`config.mk`:
```
export PLATFORM = sky130hd
export DESIGN_NAME = strobe_wr_engine
export DESIGN_NICKNAME = d
export VERILOG_FILES = /design/src/rtl/swe_pkg.sv /design/src/rtl/swe_seq.sv /design/src/rtl/swe_outreg.sv /design/src/rtl/strobe_wr_engine.sv
export SDC_FILE = /design/constraint.sdc
export NUM_CORES = 1
export LEC_CHECK = 0
export ABC_AREA = 0
export BUFFER_PORTS_ARGS = -buffer_cell sky130_fd_sc_hd__buf_2
export CORE_MARGIN = 10
export CORE_UTILIZATION = 48
export CTS_CLUSTER_SIZE = 28
export DETAILED_ROUTE_END_ITERATION = 12
export PLACE_DENSITY_LB_ADDON = 0.25
export SKIP_LAST_GASP = 1
export SLEW_MARGIN = 10
export SYNTH_ARGS = -nofsm -noshare
export SYNTH_HDL_FRONTEND = slang
export SYNTH_SLANG_ARGS = --single-unit
export TNS_END_PERCENT = 20
```
`constraint.sdc`:
```
create_clock -name clk -period 3.8 [get_ports clk]
set_clock_uncertainty 0.2 [all_clocks]
set_input_delay 0.19 -clock clk [delete_from_list [all_inputs] [get_ports clk]]
set_output_delay 0.19 -clock clk [all_outputs]
set_load 0.01 [all_outputs]
```
`src/rtl/swe_pkg.sv`:
```
package swe_pkg;
  typedef enum logic [1:0] {
    ST_IDLE   = 2'd0,
    ST_WAIT   = 2'd1,
    ST_STROBE = 2'd2,
    ST_RECOV  = 2'd3
  } swe_state_e;
endpackage

```
`src/rtl/swe_seq.sv`:
```
// Sequencer: idle -> wait-for-room -> strobe -> recovery -> idle.
module swe_seq
  import swe_pkg::*;
#(
  parameter int STROBE_CYC = 3,
  parameter int RECOV_CYC  = 2,
  parameter int CNT_W      = 2
) (
  input  logic       clk,
  input  logic       rst,
  input  logic       start,
  input  logic       fifo_empty,
  input  logic       periph_ready,
  output swe_state_e state_d,
  output logic       enter_strobe,
  output logic       pop_d,
  output logic       done_d
);
  localparam logic [CNT_W-1:0] STROBE_LAST = CNT_W'(STROBE_CYC - 1);
  localparam logic [CNT_W-1:0] RECOV_LAST  = CNT_W'(RECOV_CYC - 1);

  swe_state_e       state_q;
  logic [CNT_W-1:0] cnt_q, cnt_d;

  always_comb begin
    state_d = state_q;
    cnt_d   = cnt_q;
    unique case (state_q)
      ST_IDLE: begin
        if (start && !fifo_empty) begin
          state_d = ST_WAIT;
          cnt_d   = '0;
        end
      end
      ST_WAIT: begin
        if (periph_ready) begin
          state_d = ST_STROBE;
          cnt_d   = '0;
        end
      end
      ST_STROBE: begin
        if (cnt_q == STROBE_LAST) begin
          state_d = ST_RECOV;
          cnt_d   = '0;
        end else begin
          cnt_d = cnt_q + 1'b1;
        end
      end
      ST_RECOV: begin
        if (cnt_q == RECOV_LAST) begin
          state_d = ST_IDLE;
          cnt_d   = '0;
        end else begin
          cnt_d = cnt_q + 1'b1;
        end
      end
      default: begin
        state_d = ST_IDLE;
        cnt_d   = '0;
      end
    endcase
  end

  assign enter_strobe = (state_q != ST_STROBE) && (state_d == ST_STROBE);
  assign pop_d        = (state_q == ST_STROBE) && (state_d == ST_RECOV);
  assign done_d       = (state_q == ST_RECOV)  && (state_d == ST_IDLE);

  always_ff @(posedge clk) begin
    if (rst) begin
      state_q <= ST_IDLE;
      cnt_q   <= '0;
    end else begin
      state_q <= state_d;
      cnt_q   <= cnt_d;
    end
  end
endmodule

```
`src/rtl/swe_outreg.sv`:
```
// Output stage: every pin leaves from a flop, decoded from the next state.
module swe_outreg
  import swe_pkg::*;
#(
  parameter int DATA_W = 8
) (
  input  logic              clk,
  input  logic              rst,
  input  swe_state_e        state_d,
  input  logic              enter_strobe,
  input  logic              pop_d,
  input  logic              done_d,
  input  logic [DATA_W-1:0] fifo_head,
  output logic              wr_n,
  output logic [DATA_W-1:0] data_out,
  output logic              data_oe,
  output logic              pop,
  output logic              busy,
  output logic              done
);
  logic strobe_d;
  assign strobe_d = (state_d == ST_STROBE);

  always_ff @(posedge clk) begin
    if (rst) begin
      wr_n     <= 1'b1;
      data_oe  <= 1'b0;
      data_out <= '0;
      pop      <= 1'b0;
      busy     <= 1'b0;
      done     <= 1'b0;
    end else begin
      wr_n    <= !strobe_d;
      data_oe <= strobe_d;
      if (!strobe_d)
        data_out <= '0;
      else if (enter_strobe)
        data_out <= fifo_head;
      pop  <= pop_d;
      busy <= (state_d != ST_IDLE);
      done <= done_d;
    end
  end
endmodule

```
`src/rtl/strobe_wr_engine.sv`:
```
module strobe_wr_engine
  import swe_pkg::*;
#(
  parameter int DATA_W     = 8,
  parameter int STROBE_CYC = 3,
  parameter int RECOV_CYC  = 2
) (
  input  logic              clk,
  input  logic              rst,
  input  logic              start,
  input  logic              fifo_empty,
  input  logic [DATA_W-1:0] fifo_head,
  input  logic              periph_ready,
  output logic              pop,
  output logic              wr_n,
  output logic [DATA_W-1:0] data_out,
  output logic              data_oe,
  output logic              busy,
  output logic              done
);
  localparam int MAX_CYC = (STROBE_CYC > RECOV_CYC) ? STROBE_CYC : RECOV_CYC;
  localparam int CNT_W   = (MAX_CYC > 1) ? $clog2(MAX_CYC) : 1;

  swe_state_e state_d;
  logic       enter_strobe, pop_d, done_d;

  swe_seq #(
    .STROBE_CYC(STROBE_CYC),
    .RECOV_CYC (RECOV_CYC),
    .CNT_W     (CNT_W)
  ) u_seq (
    .clk         (clk),
    .rst         (rst),
    .start       (start),
    .fifo_empty  (fifo_empty),
    .periph_ready(periph_ready),
    .state_d     (state_d),
    .enter_strobe(enter_strobe),
    .pop_d       (pop_d),
    .done_d      (done_d)
  );

  swe_outreg #(.DATA_W(DATA_W)) u_out (
    .clk         (clk),
    .rst         (rst),
    .state_d     (state_d),
    .enter_strobe(enter_strobe),
    .pop_d       (pop_d),
    .done_d      (done_d),
    .fifo_head   (fifo_head),
    .wr_n        (wr_n),
    .data_out    (data_out),
    .data_oe     (data_oe),
    .pop         (pop),
    .busy        (busy),
    .done        (done)
  );
endmodule

```
Yosys cells after proc, flatten, opt, wreduce, memory -nomap -nowiden
Index checks and enable logic that the tools add are counted.
{"block": "totals", "input_bits": 13, "ff_bits": 17, "out_inout_bits": 13, "word_cells": 41}
{"block": "op_classes", "add_sub_neg": 1, "eq_ne": 10, "bitwise": 1, "muxes": 10, "reduce_logical": 11}
{"op": "$mux 2", "n": 8}
{"op": "$pmux 2 s4", "n": 2}
{"op": "$eq 2x2->1 const B", "n": 5}
{"op": "$eq 2x1->1 const B", "n": 2}
{"op": "$logic_and 1x1->1", "n": 4}
{"op": "$logic_not 2->1", "n": 2}
{"op": "$ne 2x2->1 const B", "n": 2}
{"op": "$add 2x1->2 const B", "n": 1}
{"op": "$logic_not 1->1", "n": 2}
{"op": "$ne 2x1->1 const B", "n": 1}
{"op": "$reduce_and 2->1", "n": 1}
{"op": "$reduce_bool 2->1", "n": 1}
{"op": "$reduce_or 2->1", "n": 1}
{"op": "$not 1->1", "n": 1}

Logic depth before layout (Yosys ltp)
{"block": "logic_depth", "depth_word": 7, "ltp_mapped": 5, "mapped_depth_nobuf": 4}

Hierarchy
From an unflattened synthesis, not the netlist that was laid out.
{"block": "unflattened", "hier_cells": 66, "hier_area_um2": 681.9}
{"module": "swe_outreg", "cells_per_inst": 37, "seq_area_each_um2": 260.2, "n_inst": 1, "area_each_um2": 421.7}
{"module": "swe_seq", "cells_per_inst": 29, "seq_area_each_um2": 80.1, "n_inst": 1, "area_each_um2": 260.2}

Least setup slack after synthesis
OpenSTA, ideal clock, no wires.
{"block": "synth_path", "kind": "reg-to-reg", "from": "register u_seq.state_q[1]", "to": "register u_out.data_out[0]", "period_less_slack_ps": 1786, "slack_ps": 2014, "stages_incl_launch_ff": 6, "t_required_ps": 3539, "setup_ps": 61, "n_path_buf": 1, "arrival_ps": 1525, "path_cell_list": "dfxtp_1 -> buf_6 -> nor2b_4 -> or3_4 -> a311oi_4 -> o221a_1"}
{"block": "synth_via", "elab_chain_cells": 5, "elab_cells_between_ends": 14, "cone_classes": "eq/ne (5); mux (5); bitwise (1); reduce/logical (3)"}
{"item": "from (decl)", "line": "swe_seq.sv:22", "rtl": "swe_state_e state_q;"}
{"item": "from (signal assigned)", "line": "swe_seq.sv:73", "rtl": "state_q <= state_d;"}
{"item": "$eq 2x2->1, or another cell as far along", "line": "swe_seq.sv:28", "rtl": "unique case (state_q)"}
{"item": "$pmux 2 s4", "line": "swe_seq.sv:28"}
{"item": "$eq 2x2->1", "line": "swe_seq.sv:64, swe_outreg.sv:22"}
{"item": "$not 1->1 (no source line)"}
{"item": "$reduce_or 2->1 (no source line)"}
{"item": "to (signal assigned)", "line": "swe_outreg.sv:38", "rtl": "data_out <= fifo_head;"}
{"item": "to (decl)", "line": "swe_outreg.sv:15", "rtl": "output logic [DATA_W-1:0] data_out,"}
Parallel ways exist; a longest one is shown, timed or not.
A chain may end at the register's enable or synchronous reset.

Worst setup path after layout
{"block": "layout_path", "from": "register u_seq.state_q[0]", "to": "register u_out.data_out[1]"}
Same word-level chain as after synthesis.

==> qor.txt <==
Commonest non-fill, non-tap cell in the layout - buf_2
Final #Nets - 107
Syn_area_per_cell - 11.0 um^2
Post-synth top area share - 51.4%
Hold crit path type - input port to register
Global-route wire length before repair - 2570 um
Area contributors post-synth - dfxtp_1 51%, o221a_1 14%, a311oi_4 4.0%, nor2_1 2.8%, nor3_1 2.3%
RSZ-0062 raised after global routing - false
Fin crit period - 2220 ps
P_leak - 0.372 nW
CP max FO - 11
Worst path bufs/invs - 0
DR iter-0 viols - 4
Worst stage delay on the critical path - 510 ps
Startpoint types - register
Clk pin slew, worst setup/hold paths - 90 ps
Post-route ant nets - 0
Pint - 0.252 mW
Layout cell share with drive strength beyond 1 - 33.3%
Area of the die - 3260 um^2
Total of max-cap violations - 0
Num CTS Buffers - 3
Vias in the first global route - 558
Combinational power share - 15.9%
CTS Buffer Depth - 2
Rows - 13
Via density - 5.36
Router iterations before antenna repair - 4
Diodes inserted - 0
Crit path DAT - 2230 ps
Final setup fails - 0
FF+latch count, synth - 17
Commonest non-fill, non-tap cells in the layout - 25 x buf_2, 17 x dfxtp_1, 8 x o221a_1, 8 x dlygate4sd3_1, 5 x nor2_1
Clock Sinks - 17
Chip height - 57.1 um
Worst-Skew Late Latency - 270 ps
Mapped Nets - 73
Wirelength, routed - 1520 um
WL/cell - 14.1 um
Via Count - 579
GP Congestion - 0.745
FF-to-FF Start - u_seq.state_q[0]
Headroom to the max-slew limit - 55.5%
Outcome - completed
Synth Warn # - 0
Final hold vios - 0
PD cells - 377 nW/um^2
Sw frac - 24.8%
CORE AREA - 1300 um^2
Hold path start - rst
DRC errors left - 0
Sequential area share after synthesis - 51.4%
Crit end category - register
Setup Buffers After CTS - 0
Area leader, netlist - dfxtp_1
Final HPWL DP - 1110 um
Io pins - 26
Worst slew pin tran - 665 ps
Final setup TNS - 0 ps
Tcrit/Tclk final - 58.3%
Pin count of the biggest net entering global routing - 12
Hold Path Cell Cnt - 2
Worst path depth - 4
Critical-path cell list - nand3b_1 > a21boi_0 > a311oi_4 > o221a_1
Clock group share of total power - 26.6%
Worst vdd ir - 0.188 mV
Max Transition Viols Final - 0
Slowest CP cell - a311oi_4
Synthesized netlist cell count - 60
Net switching power - 0.0833 mW
Total congestion overflow - 0
Setup CP Type - register to register
Post-CTS sizing - 0
Sequential share of power - 57.6%
Number of cells on the worst reg-to-reg path - 4
Clk root buf - clkbuf_4
Width of the die - 57.1 um
Synthesis-to-layout area growth - 34.4%
Critical Path RT - 3820 ps
Starting Density - 50.9%
Top delay family on crit path - compound AO/OA/AOI/OAI gates
CP startpoint - u_seq.state_q[0]
CTS tree - done
Unique masters post-synth - 21
Pre-CTS setup slack - 1620 ps
Synth Cell Area - 662 um^2
Port bufs - 25
Layout fillers - 105
GRT Overall Usage - 9.33%
Max Freq - 451 MHz
CTS H-tree depth - 1
Setup slack after layout - 1580 ps
Initial antenna violation count - 0
[cells by family (layout without fill, tap and decap cells)]
kind of cell	Yosys count	after routing	synth area share (%)
simple gates	18	18	17.0
buf+inv	7	40	5.10
compound gates	18	18	26.5
flops	17	17	51.4
[layer usage]
metal  vias to the layer above  global-route usage, %  routed length (um)
li1                        290                      -                   -
met1                       268                   11.5                 719
met2                        19                   14.3                 670
met3                         2                   3.98                 120
met4                         0                   3.02                   8
met5                         -                      0                   0
[power groups by stage]
stage / Sequential [mW] / Combinational (mW) / Clock (mW)
2_1_floorplan: 0.195 / 0.0351 / 0
3_3_place_gp: 0.197 / 0.0468 / 0
3_5_place_dp: 0.197 / 0.0467 / 0
4_1_cts: 0.193 / 0.0535 / 0.0942
5_1_grt: 0.195 / 0.0586 / 0.0992
6_report: 0.193 / 0.0533 / 0.0891
[what timing repair did]
action,in CTS,in global routing
hold buffers,8,0
hold endpoints to repair,8,0
endpoints found under the setup margin,0,0
[worst paths after layout]
| path | to | slack (ps) |
|---|---|---|
| max | u_out.data_out[1] | 1580 |
| min | u_seq.cnt_q[0] | 10 |
| max reg2reg | u_out.data_out[1] | 1580 |
| min reg2reg | u_out.data_out[6] | 330 |
[flip-flops by register name, indices dropped and copies added (netlist names)]
register / cells
u_out.busy: 1
u_out.data_oe: 1
u_out.data_out: 8
u_out.done: 1
u_out.pop: 1
u_out.wr_n: 1
u_seq.cnt_q: 2
u_seq.state_q: 2
[Yosys cell counts]
library cell  instances
dfxtp_1              17
o221a_1               8
nor2_1                5
clkbuf_1              3
inv_1                 3
nor3_1                3
a211oi_1              2
a21boi_0              2
a21oi_1               2
nand3b_1              2
nor3b_1               2
or2b_1                2
a311oi_4              1
a31oi_1               1
buf_6                 1
nand2_1               1
nand3_1               1
nor2b_4               1
o211ai_1              1
o21ai_0               1
or3_4                 1
[layout make-up]
type / count / area [um^2] / share of cell area [%]
Inverter: 3 / 11.3 / 1.27
Multi-Input combinational cell: 36 / 288 / 32.3
Timing Repair Buffer: 33 / 205 / 23.1
Sequential cell: 17 / 340 / 38.3
Clock buffer: 4 / 26.3 / 2.95
Tap cell: 15 / 18.8 / 2.11
[through the flow]
step | power (mW) | instance area, um^2 | hold WS, ps | util, % | cells
3_5_place_dp | 0.244 | 783 | 268 | 60.2 | 96
6_report | 0.336 | 890 | 12.4 | 68.4 | 108
3_3_place_gp | 0.243 | 783 | 268 | 60.2 | 96
5_1_grt | 0.353 | 890 | 9.89 | 68.4 | 108
4_1_cts | 0.341 | 890 | 10.3 | 68.4 | 108
2_1_floorplan | 0.230 | 662 | 178 | - | 60
Power figures use the tool's default switching activity.
